--- src/rtl/ssq_pkg.sv ---
package ssq_pkg;
    typedef enum logic [2:0] {
        SEQ_SHUTDOWN     = 3'd0,
        SEQ_WAKE_QUALIFY = 3'd1,
        SEQ_WAIT_SUPPLY  = 3'd2,
        SEQ_SOFT_START   = 3'd3,
        SEQ_RUN          = 3'd4
    } seq_state_t;
endpackage

--- src/rtl/ssq_sync.sv ---
module ssq_sync (
    input  logic clk,
    input  logic rst_n,
    input  logic d_async,
    output logic d_sync
);
    logic meta_q;
    logic sync_q;

    always_ff @(posedge clk or negedge rst_n) begin
        if (!rst_n) begin
            meta_q <= 1'b0;
            sync_q <= 1'b0;
        end else begin
            meta_q <= d_async;
            sync_q <= meta_q;
        end
    end

    assign d_sync = sync_q;
endmodule

--- src/rtl/ssq_idle_timer.sv ---
module ssq_idle_timer #(
    parameter int IDLE_CYC = 2500000
) (
    input  logic clk,
    input  logic rst_n,
    input  logic armed,
    input  logic line_hi,
    output logic expired
);
    localparam int CW = $clog2(IDLE_CYC + 1);

    logic [CW-1:0] low_cnt;

    // Counts consecutive low cycles; any high cycle or disarm restarts it.
    always_ff @(posedge clk or negedge rst_n) begin
        if (!rst_n) begin
            low_cnt <= '0;
        end else if (!armed || line_hi) begin
            low_cnt <= '0;
        end else if (low_cnt != CW'(IDLE_CYC - 1)) begin
            low_cnt <= low_cnt + 1'b1;
        end
    end

    assign expired = armed && !line_hi && (low_cnt == CW'(IDLE_CYC - 1));
endmodule

--- src/rtl/ssq_ramp.sv ---
module ssq_ramp #(
    parameter int ILIM_W  = 4,
    parameter int STEP_CYC = 50000
) (
    input  logic              clk,
    input  logic              rst_n,
    input  logic              active,
    output logic [ILIM_W-1:0] code,
    output logic              done
);
    localparam int                SW       = $clog2(STEP_CYC + 1);
    localparam logic [ILIM_W-1:0] CODE_MAX = {ILIM_W{1'b1}};

    logic [SW-1:0] step_cnt;
    logic          step_end;

    assign step_end = (step_cnt == SW'(STEP_CYC - 1));

    always_ff @(posedge clk or negedge rst_n) begin
        if (!rst_n) begin
            step_cnt <= '0;
            code     <= '0;
        end else if (!active) begin
            step_cnt <= '0;
            code     <= '0;
        end else if (step_end) begin
            step_cnt <= '0;
            if (code != CODE_MAX) begin
                code <= code + 1'b1;
            end
        end else begin
            step_cnt <= step_cnt + 1'b1;
        end
    end

    assign done = active && step_end && (code == CODE_MAX - 1'b1);
endmodule

--- src/rtl/led_power_seq.sv ---
module led_power_seq
    import ssq_pkg::*;
#(
    parameter int WAKE_CYC     = 25000,
    parameter int IDLE_CYC     = 2500000,
    parameter int SS_TOTAL_CYC = 750000,
    parameter int ILIM_W       = 4
) (
    input  logic              clk,
    input  logic              rst_n,
    input  logic              dim_in,
    input  logic              vdr_good,
    input  logic              ldo_good,
    input  logic              fb_75pct,
    input  logic              adim_low,
    output logic              reg_en,
    output logic              gate_en,
    output logic              dim_out,
    output logic [ILIM_W-1:0] ilim_code,
    output logic [2:0]        state_o
);
    localparam int                ILIM_MAX = (1 << ILIM_W) - 1;
    localparam int                STEP_CYC = SS_TOTAL_CYC / ILIM_MAX;
    localparam int                QW       = $clog2(WAKE_CYC + 1);
    localparam logic [ILIM_W-1:0] CODE_MAX = {ILIM_W{1'b1}};

    seq_state_t        state, state_nx;
    logic              line_s;
    logic              rails_ok;
    logic              idle_exp;
    logic              ramp_done;
    logic [ILIM_W-1:0] ramp_code;
    logic [QW-1:0]     qual_cnt;
    logic              awake;

    ssq_sync u_sync (
        .clk     (clk),
        .rst_n   (rst_n),
        .d_async (dim_in),
        .d_sync  (line_s)
    );

    assign awake = (state == SEQ_WAIT_SUPPLY) || (state == SEQ_SOFT_START) ||
                   (state == SEQ_RUN);

    ssq_idle_timer #(.IDLE_CYC(IDLE_CYC)) u_idle (
        .clk     (clk),
        .rst_n   (rst_n),
        .armed   (awake),
        .line_hi (line_s),
        .expired (idle_exp)
    );

    ssq_ramp #(.ILIM_W(ILIM_W), .STEP_CYC(STEP_CYC)) u_ramp (
        .clk    (clk),
        .rst_n  (rst_n),
        .active (state == SEQ_SOFT_START),
        .code   (ramp_code),
        .done   (ramp_done)
    );

    assign rails_ok = vdr_good && ldo_good;

    // Wake qualification counter, live only in WAKE_QUALIFY.
    always_ff @(posedge clk or negedge rst_n) begin
        if (!rst_n) begin
            qual_cnt <= '0;
        end else if (state == SEQ_WAKE_QUALIFY && line_s) begin
            qual_cnt <= qual_cnt + 1'b1;
        end else begin
            qual_cnt <= '0;
        end
    end

    always_ff @(posedge clk or negedge rst_n) begin
        if (!rst_n) begin
            state <= SEQ_SHUTDOWN;
        end else begin
            state <= state_nx;
        end
    end

    always_comb begin
        state_nx = state;
        unique case (state)
            SEQ_SHUTDOWN: begin
                if (line_s) state_nx = SEQ_WAKE_QUALIFY;
            end
            SEQ_WAKE_QUALIFY: begin
                if (!line_s)                          state_nx = SEQ_SHUTDOWN;
                else if (qual_cnt == QW'(WAKE_CYC-1)) state_nx = SEQ_WAIT_SUPPLY;
            end
            SEQ_WAIT_SUPPLY: begin
                if (idle_exp)      state_nx = SEQ_SHUTDOWN;
                else if (rails_ok) state_nx = SEQ_SOFT_START;
            end
            SEQ_SOFT_START: begin
                if (idle_exp)                   state_nx = SEQ_SHUTDOWN;
                else if (!rails_ok)             state_nx = SEQ_WAIT_SUPPLY;
                else if (ramp_done || fb_75pct) state_nx = SEQ_RUN;
            end
            SEQ_RUN: begin
                if (idle_exp)       state_nx = SEQ_SHUTDOWN;
                else if (!rails_ok) state_nx = SEQ_WAIT_SUPPLY;
            end
            default: state_nx = SEQ_SHUTDOWN;
        endcase
    end

    always_comb begin
        reg_en    = 1'b0;
        gate_en   = 1'b0;
        dim_out   = 1'b0;
        ilim_code = '0;
        unique case (state)
            SEQ_SHUTDOWN, SEQ_WAKE_QUALIFY: begin
            end
            SEQ_WAIT_SUPPLY: begin
                reg_en = 1'b1;
            end
            SEQ_SOFT_START: begin
                reg_en    = 1'b1;
                gate_en   = line_s && !adim_low;
                ilim_code = ramp_code;
            end
            SEQ_RUN: begin
                reg_en    = 1'b1;
                gate_en   = line_s && !adim_low;
                dim_out   = line_s && !adim_low;
                ilim_code = CODE_MAX;
            end
            default: begin
            end
        endcase
    end

    assign state_o = state;
endmodule

--- config.mk ---
export PLATFORM = sky130hd
export DESIGN_NAME = led_power_seq
export DESIGN_NICKNAME = d
export VERILOG_FILES = /design/src/rtl/ssq_pkg.sv /design/src/rtl/ssq_sync.sv /design/src/rtl/ssq_idle_timer.sv /design/src/rtl/ssq_ramp.sv /design/src/rtl/led_power_seq.sv
export SDC_FILE = /design/constraint.sdc
export NUM_CORES = 1
export LEC_CHECK = 0
export ABC_AREA = 1
export BUFFER_PORTS_ARGS = -buffer_cell sky130_fd_sc_hd__buf_4
export CAP_MARGIN = 40
export CORE_MARGIN = 2
export CORE_UTILIZATION = 30
export CTS_BUF_LIST = sky130_fd_sc_hd__clkbuf_4 sky130_fd_sc_hd__clkbuf_8
export CTS_CLUSTER_DIAMETER = 60
export DETAILED_ROUTE_END_ITERATION = 10
export RECOVER_POWER = 25
export SYNTH_ARGS = -nofsm -noshare
export SYNTH_HDL_FRONTEND = slang
export SYNTH_SLANG_ARGS = --single-unit
--- constraint.sdc ---
create_clock -name clk -period 2.35 [get_ports clk]
set_clock_uncertainty 0.05 [all_clocks]
set_input_delay 0.235 -clock clk [delete_from_list [all_inputs] [get_ports clk]]
set_output_delay 0.235 -clock clk [all_outputs]
set_load 0.01 [all_outputs]
=== Yosys cells after proc, flatten, opt, wreduce, memory -nomap -nowiden ===
Cells that the tools add are included.

* Register bits: 62
* Output and inout bits: 10
* Logic and storage cells: 71

* Add/sub/neg operators: 4
* Eq/ne operators: 17
* Mux-type cells: 23
* Reduce and logical (&&, ||, !) cells: 20

{| class="wikitable"
|+ Operator list
! cell !! number
|-
| $mux W22 || 2
|-
| $mux W16 || 2
|-
| $mux W3 || 10
|-
| $add A22 B1 Y22 const B || 1
|-
| $eq A22 B22 Y1 const B || 1
|-
| $ne A22 B22 Y1 const B || 1
|-
| $add A16 B1 Y16 const B || 1
|-
| $eq A16 B16 Y1 const B || 1
|-
| $add A15 B1 Y15 const B || 1
|-
| $eq A15 B15 Y1 const B || 1
|-
| $mux W15 || 1
|-
| $pmux W3 S5 || 1
|-
| $mux W4 || 3
|-
| $ne A3 B3 Y1 const B || 3
|-
| $ne A4 B4 Y1 const B || 2
|-
| $pmux W4 S2 || 1
|-
| $logic_and A1 B1 Y1 || 7
|-
| $eq A3 B2 Y1 const B || 2
|-
| $reduce_and A5 Y1 || 1
|-
| $add A4 B1 Y4 const B || 1
|-
| $eq A4 B4 Y1 const B || 1
|-
| $logic_or A1 B1 Y1 || 4
|-
| $ne A2 B2 Y1 const B || 2
|-
| $eq A3 B1 Y1 const B || 1
|-
| 9 further kinds || 13
|}

=== Longest topological paths before layout ===
* Depth in word-level cells: 8
* Gate-level depth with buffers: 12
* Depth with buffers taken out: 12

=== By module ===
A second synthesis with hierarchy kept.

* Cell total of the unflattened synthesis: 533
* Area total of the unflattened synthesis: 3722.3 um2

{| class="wikitable"
|+ Modules (own cells, without submodules)
! module !! times used !! cells an instance !! area each (um2) !! sequential area each (um2)
|-
| ssq_idle_timer || 1 || 208 || 1395.1 || 550.5
|-
| ssq_ramp || 1 || 166 || 1188.6 || 500.5
|-
| led_power_seq || 1 || 157 || 1088.5 || 450.4
|-
| ssq_sync || 1 || 2 || 50.0 || 50.0
|}

=== Worst setup path before layout ===
OpenSTA, ideal clock, no wires.

* Path type: register to register
* Start point: register state[0] (netlist: state_o[0])
* End point: register state[0] (netlist: state_o[0])
* Library setup time: 0.117 ns
* Data arrival time: 1.459 ns
* Data required time: 2.183 ns
* Slack: 0.724 ns
* Cell stages (with the launch flop): 11
* Path through: dfrtp_1 nor2_1 nand2_2 a21oi_4 nand3_4 nand2_2 inv_2 nand2_2 nand3_2 nand2_1 nand2_1

* Cells in the longest elaborated chain, start to end: 7
* Elaborated cells on any way between the ends: 22
* Those cells by class: eq/ne: 9; mux: 4; reduce/logical: 9

{| class="wikitable"
|+ Ends and longest elaborated chain
! item !! line !! text
|-
| start, declared || led_power_seq.sv:27 || <nowiki>seq_state_t state, state_nx;</nowiki>
|-
| start signal, assigned || led_power_seq.sv:79 || <nowiki>state <= state_nx;</nowiki>
|-
| $eq A3 B2 Y1 (on tied branches) || led_power_seq.sv:43, led_power_seq.sv:85, led_power_seq.sv:57 ||
|-
| $logic_or A1 B1 Y1 (2 in series) || led_power_seq.sv:43 || <nowiki>assign awake = (state == SEQ_WAIT_SUPPLY) || (state == SEQ_SOFT_START) ||</nowiki>
|-
| $logic_and A1 B1 Y1 (2 in series) || ssq_idle_timer.sv:25 || <nowiki>assign expired = armed && !line_hi && (low_cnt == CW'(IDLE_CYC - 1));</nowiki>
|-
| $ne A4 B4 Y1 (no source line) (tied with other cells) || -- ||
|-
| $reduce_and A5 Y1 (no source line) / $pmux W3 S5 (equally long branches) || -- ||
|}

Parallel ways exist; a longest one is shown, timed or not.
A chain may end at the register's enable or synchronous reset.

=== Final worst setup path ===
* Start point: register state[2] (netlist: state_o[2])
* End point: output ilim_code[0]

* Cells in the longest elaborated chain, start to end: 2
* Elaborated cells on any way between the ends: 3
* Those cells by class: eq/ne: 2; mux: 1

{| class="wikitable"
|+ Ends and longest elaborated chain
! item !! line !! text
|-
| $eq A3 B3 Y1 / $eq A3 B2 Y1 (equally long branches) || led_power_seq.sv:115 || <nowiki>unique case (state)</nowiki>
|-
| $pmux W4 S2 * || led_power_seq.sv:115 ||
|-
| end, declared || led_power_seq.sv:19 || <nowiki>output logic [ILIM_W-1:0] ilim_code,</nowiki>
|}

Mark *: on every way between the ends. The rest lies on a longest branch, timed or not.

==> key figures <==
Outcome
  – Status: complete, but fails checks
  – Failing checks: capacitance limit, slew limit

Power
  – LEAKAGE: 1.69 nW
  – PD cells: 733 mW/mm²
  – Maximum VDD drop: 327 µV

Logic synthesis
  – Async SR Flop Fraction: 100%
  – Warnings from Yosys: 0
  – Netlist cell types: 34
  – Number of synthesized flops with an enable pin: 0
  – Sequential-to-total area share from yosys stat: 46.6%
  – Primary FF master, synth: dfrtp_1
  – Post-Syn Area: 0.00333 mm²
  – Post-synth net total: 454
  – Synth Register Bits: 62
  – Synth Instances: 442
  – Syn Area/Cell: 7.53 µm²

STA
  – Setup TNS: 0 ps
  – # setup viols final: 0
  – Fmax: 0.489 GHz
  – Relative slew slack: -2.46%
  – Final Hold Vio Count: 0
  – Final Cycle Share: 87.0%
  – Slew @ Worst Pin: 1540 ps
  – Min setup slack post-route: 306 ps
  – RSZ-0062 raised after global routing: no
  – Tmin final: 2040 ps
  – Max-slew violation count: 63

Global routing
  – Initial antenna violation count: 0
  – Grt ovf: 0
  – Largest net degree at the start of global routing: 63
  – First-pass GRT wire length: 12800 µm
  – Total Routing Usage GR: 13.7%
  – Number of global-route vias before repair: 2833

Routing
  – DR WL/cell: 11.8 µm
  – Final wirelength: 7270 µm
  – DR DRC count: 0
  – Via density: 4.78
  – DR iter-0 viols: 136
  – ANT nets after route: 0
  – Pre-Repair DR Iteration Count: 4
  – Total number of vias: 2945

Floorplan
  – Ports: 17
  – Die ar.: 0.0119 mm²
  – Vert. Die Dim: 109 µm
  – Starting Density: 30.7%
  – Die width: 109 µm
  – # rows: 38
  – Core Area: 0.0108 mm²

Placed design
  – Placed insts: 598
  – Pre-CTS setup slack: 517 ps
  – DP HPWL: 5310 µm
  – IO buf count: 16
  – Routability-driven placement congestion ratio: 0.853

Layout
  – Nets: 483
  – Post-layout util: 35.7%
  – Diodes inserted: 0
  – Final Instance Count excl. Fillers: 616
  – Layout cell share with drive strength beyond 1: 10.9%
  – P&R area growth vs syn: 16.5%

Worst setup path
  – Crit Path Max Fanout: 11
  – Reg2Reg Setup Slack: 490 ps
  – CP Cell Sequence: inv_1, nand3_1, o21ai_0, buf_4
  – Critical path type: reg -> out
  – Buf/Inv on CP: 2
  – CP Data Required Time: 2070 ps
  – Delay-heaviest family, CP: flip-flops
  – CP Capture Type: primary output
  – Critical Path AT: 1760 ps
  – Critical Path Start Type: register
  – Cell with the largest stage delay on the worst path: dfrtp_1
  – CP max stage delay: 410 ps

CTS
  – Clk Latency, worst-skew pair: 350 ps
  – Sink Count: 62
  – Cell at the root of the clock tree: clkbuf_8
  – H-tree levels: 3
  – Num CTS Buffers: 9
  – Clk pin slew, worst setup/hold paths: 70 ps
  – Postcts setup bufs: 0
  – TritonCTS clock tree: done
  – Maximum clock insertion buffer count: 2

Worst hold path
  – HP Class: reg -> reg

Flow run
  – MaxCap Viol Count: 1
## synth_stat cells (2+ instances only)
cell | instances | area share [%]
nand2_1 | 90 | 10
nor2_1 | 69 | 7.8
dfrtp_1 | 62 | 47
inv_1 | 59 | 6.7
a21oi_1 | 35 | 5.3
o21ai_0 | 25 | 3.8
nand3_1 | 24 | 3.6
nor3_1 | 16 | 2.4
nand4_1 | 12 | 2.3
ha_1 | 5 | 1.9
inv_2 | 4 | 0.45
nand2_2 | 4 | 0.75
nor4_1 | 4 | 0.75
a31oi_1 | 3 | 0.56
nor2_2 | 3 | 0.56
o31ai_1 | 3 | 0.68
a211oi_1 | 2 | 0.45
clkbuf_1 | 2 | 0.23
nand3_2 | 2 | 0.60
o21a_1 | 2 | 0.45
o21ai_1 | 2 | 0.30
xnor2_1 | 2 | 0.53
## timing repair
item                                    CTS  global route
endpoints found under the setup margin    0             0
hold endpoints to repair                 63             0
resized for setup                         0             0
hold buffers                              2             0
## registers in the layout, summed over array words and instances, names as in the netlist
register,flops
u_idle.low_cnt,22
state_o,3
u_ramp.step_cnt,16
u_sync.d_sync,1
u_ramp.code,4
u_sync.meta_q,1
qual_cnt,15
## cell usage in the layout (no fill, tap or decap), types with 2 or more instances in the layout
| cell type | netlist | layout |
|---|---|---|
| nand4_1 | 12 | 12 |
| bufinv_16 | 0 | 2 |
| a21oi_1 | 35 | 35 |
| nand3_2 | 2 | 2 |
| a211oi_1 | 2 | 2 |
| inv_2 | 4 | 4 |
| o31ai_1 | 3 | 3 |
| nand2_2 | 4 | 4 |
| xnor2_1 | 2 | 2 |
| o21a_1 | 2 | 2 |
| o21ai_1 | 2 | 2 |
| dfrtp_1 | 62 | 62 |
| nor2_1 | 69 | 69 |
| o21ai_0 | 25 | 25 |
| nor2_2 | 3 | 3 |
| nand2_1 | 90 | 90 |
| clkbuf_8 | 0 | 10 |
| inv_6 | 0 | 3 |
| ha_1 | 5 | 5 |
| inv_1 | 59 | 59 |
| a31oi_1 | 3 | 3 |
| nand3_1 | 24 | 24 |
| buf_4 | 0 | 16 |
| dlygate4sd3_1 | 0 | 2 |
| nor3_1 | 16 | 16 |
| nor4_1 | 4 | 4 |
## power by group
group	internal [mW]	switching [mW]
Sequential	1.12	0.0593
Clock	0.635	0.451
Combinational	0.205	0.371
Total	1.96	0.881
## worst register-to-register path, cell delays in order (launching register included)
cell and delay (ps):
dfrtp_1 420, ha_1 240, nand3_1 130, nor2_1 200, nand2_1 100, inv_1 70
nand2_1 80, nor2_2 190, nand2_1 80, o21ai_0 150, nor2_1 60
## final timing paths
path / from / end / cells past startpoint
worst max-delay path: state_o[2]$_DFFE_PN0P_ / ilim_code[0] / 4
worst min-delay path: u_sync.meta_q$_DFF_PN0_ / u_sync.d_sync$_DFF_PN0_ / 0
worst max register to register: u_idle.low_cnt[0]$_DFFE_PN0N_ / u_idle.low_cnt[20]$_DFFE_PN0N_ / 10
worst min register to register: u_sync.meta_q$_DFF_PN0_ / u_sync.d_sync$_DFF_PN0_ / 0
max in group asynchronous: rst_n / qual_cnt[8]$_DFF_PN0_ / 2
min in group asynchronous: rst_n / u_ramp.step_cnt[4]$_DFF_PN0_ / 2
## logic make-up after synthesis
| kind of cell | Yosys count | share of synthesized area (%) |
|---|---|---|
| xor gates and xnor gates | 3 | 0.790 |
| adders and majority gates | 5 | 1.88 |
| buffers and inverters | 67 | 7.60 |
| DFF | 62 | 46.6 |
| and+or+nand+nor | 229 | 30.4 |
| AOI/OAI and AO/OA | 76 | 12.7 |
## cell type report
cell class              instances  area, µm²
fillers                      1139       6970
flip-flops and latches         62       1550
multi-input cells             313       1520
inverters                      64        240
well taps                     140        175
repair buffers                 21        156
clock buffers                  10        138
clock inverters                 6       91.3
## routing by layer
layer | vias to the layer above | wire length [µm] | GRT usage (%)
met1 | 1377 | 3660 | 17.9
met5 | - | 0 | 0
met3 | 9 | 277 | 4.09
met2 | 42 | 3230 | 21.7
li1 | 1517 | - | -
met4 | 0 | 100 | 4.70
## through the flow
stage	hold WS (ps)	total power, mW	instance area (µm²)
after detailed placement	288	1.78	3630
after global routing	315	3.03	3870
after floorplan	-111	1.57	3330
final	307	2.84	3870
after CTS	306	2.89	3880
after global placement	285	1.76	3630
No activity file was read; power rests on OpenSTA's default activity.
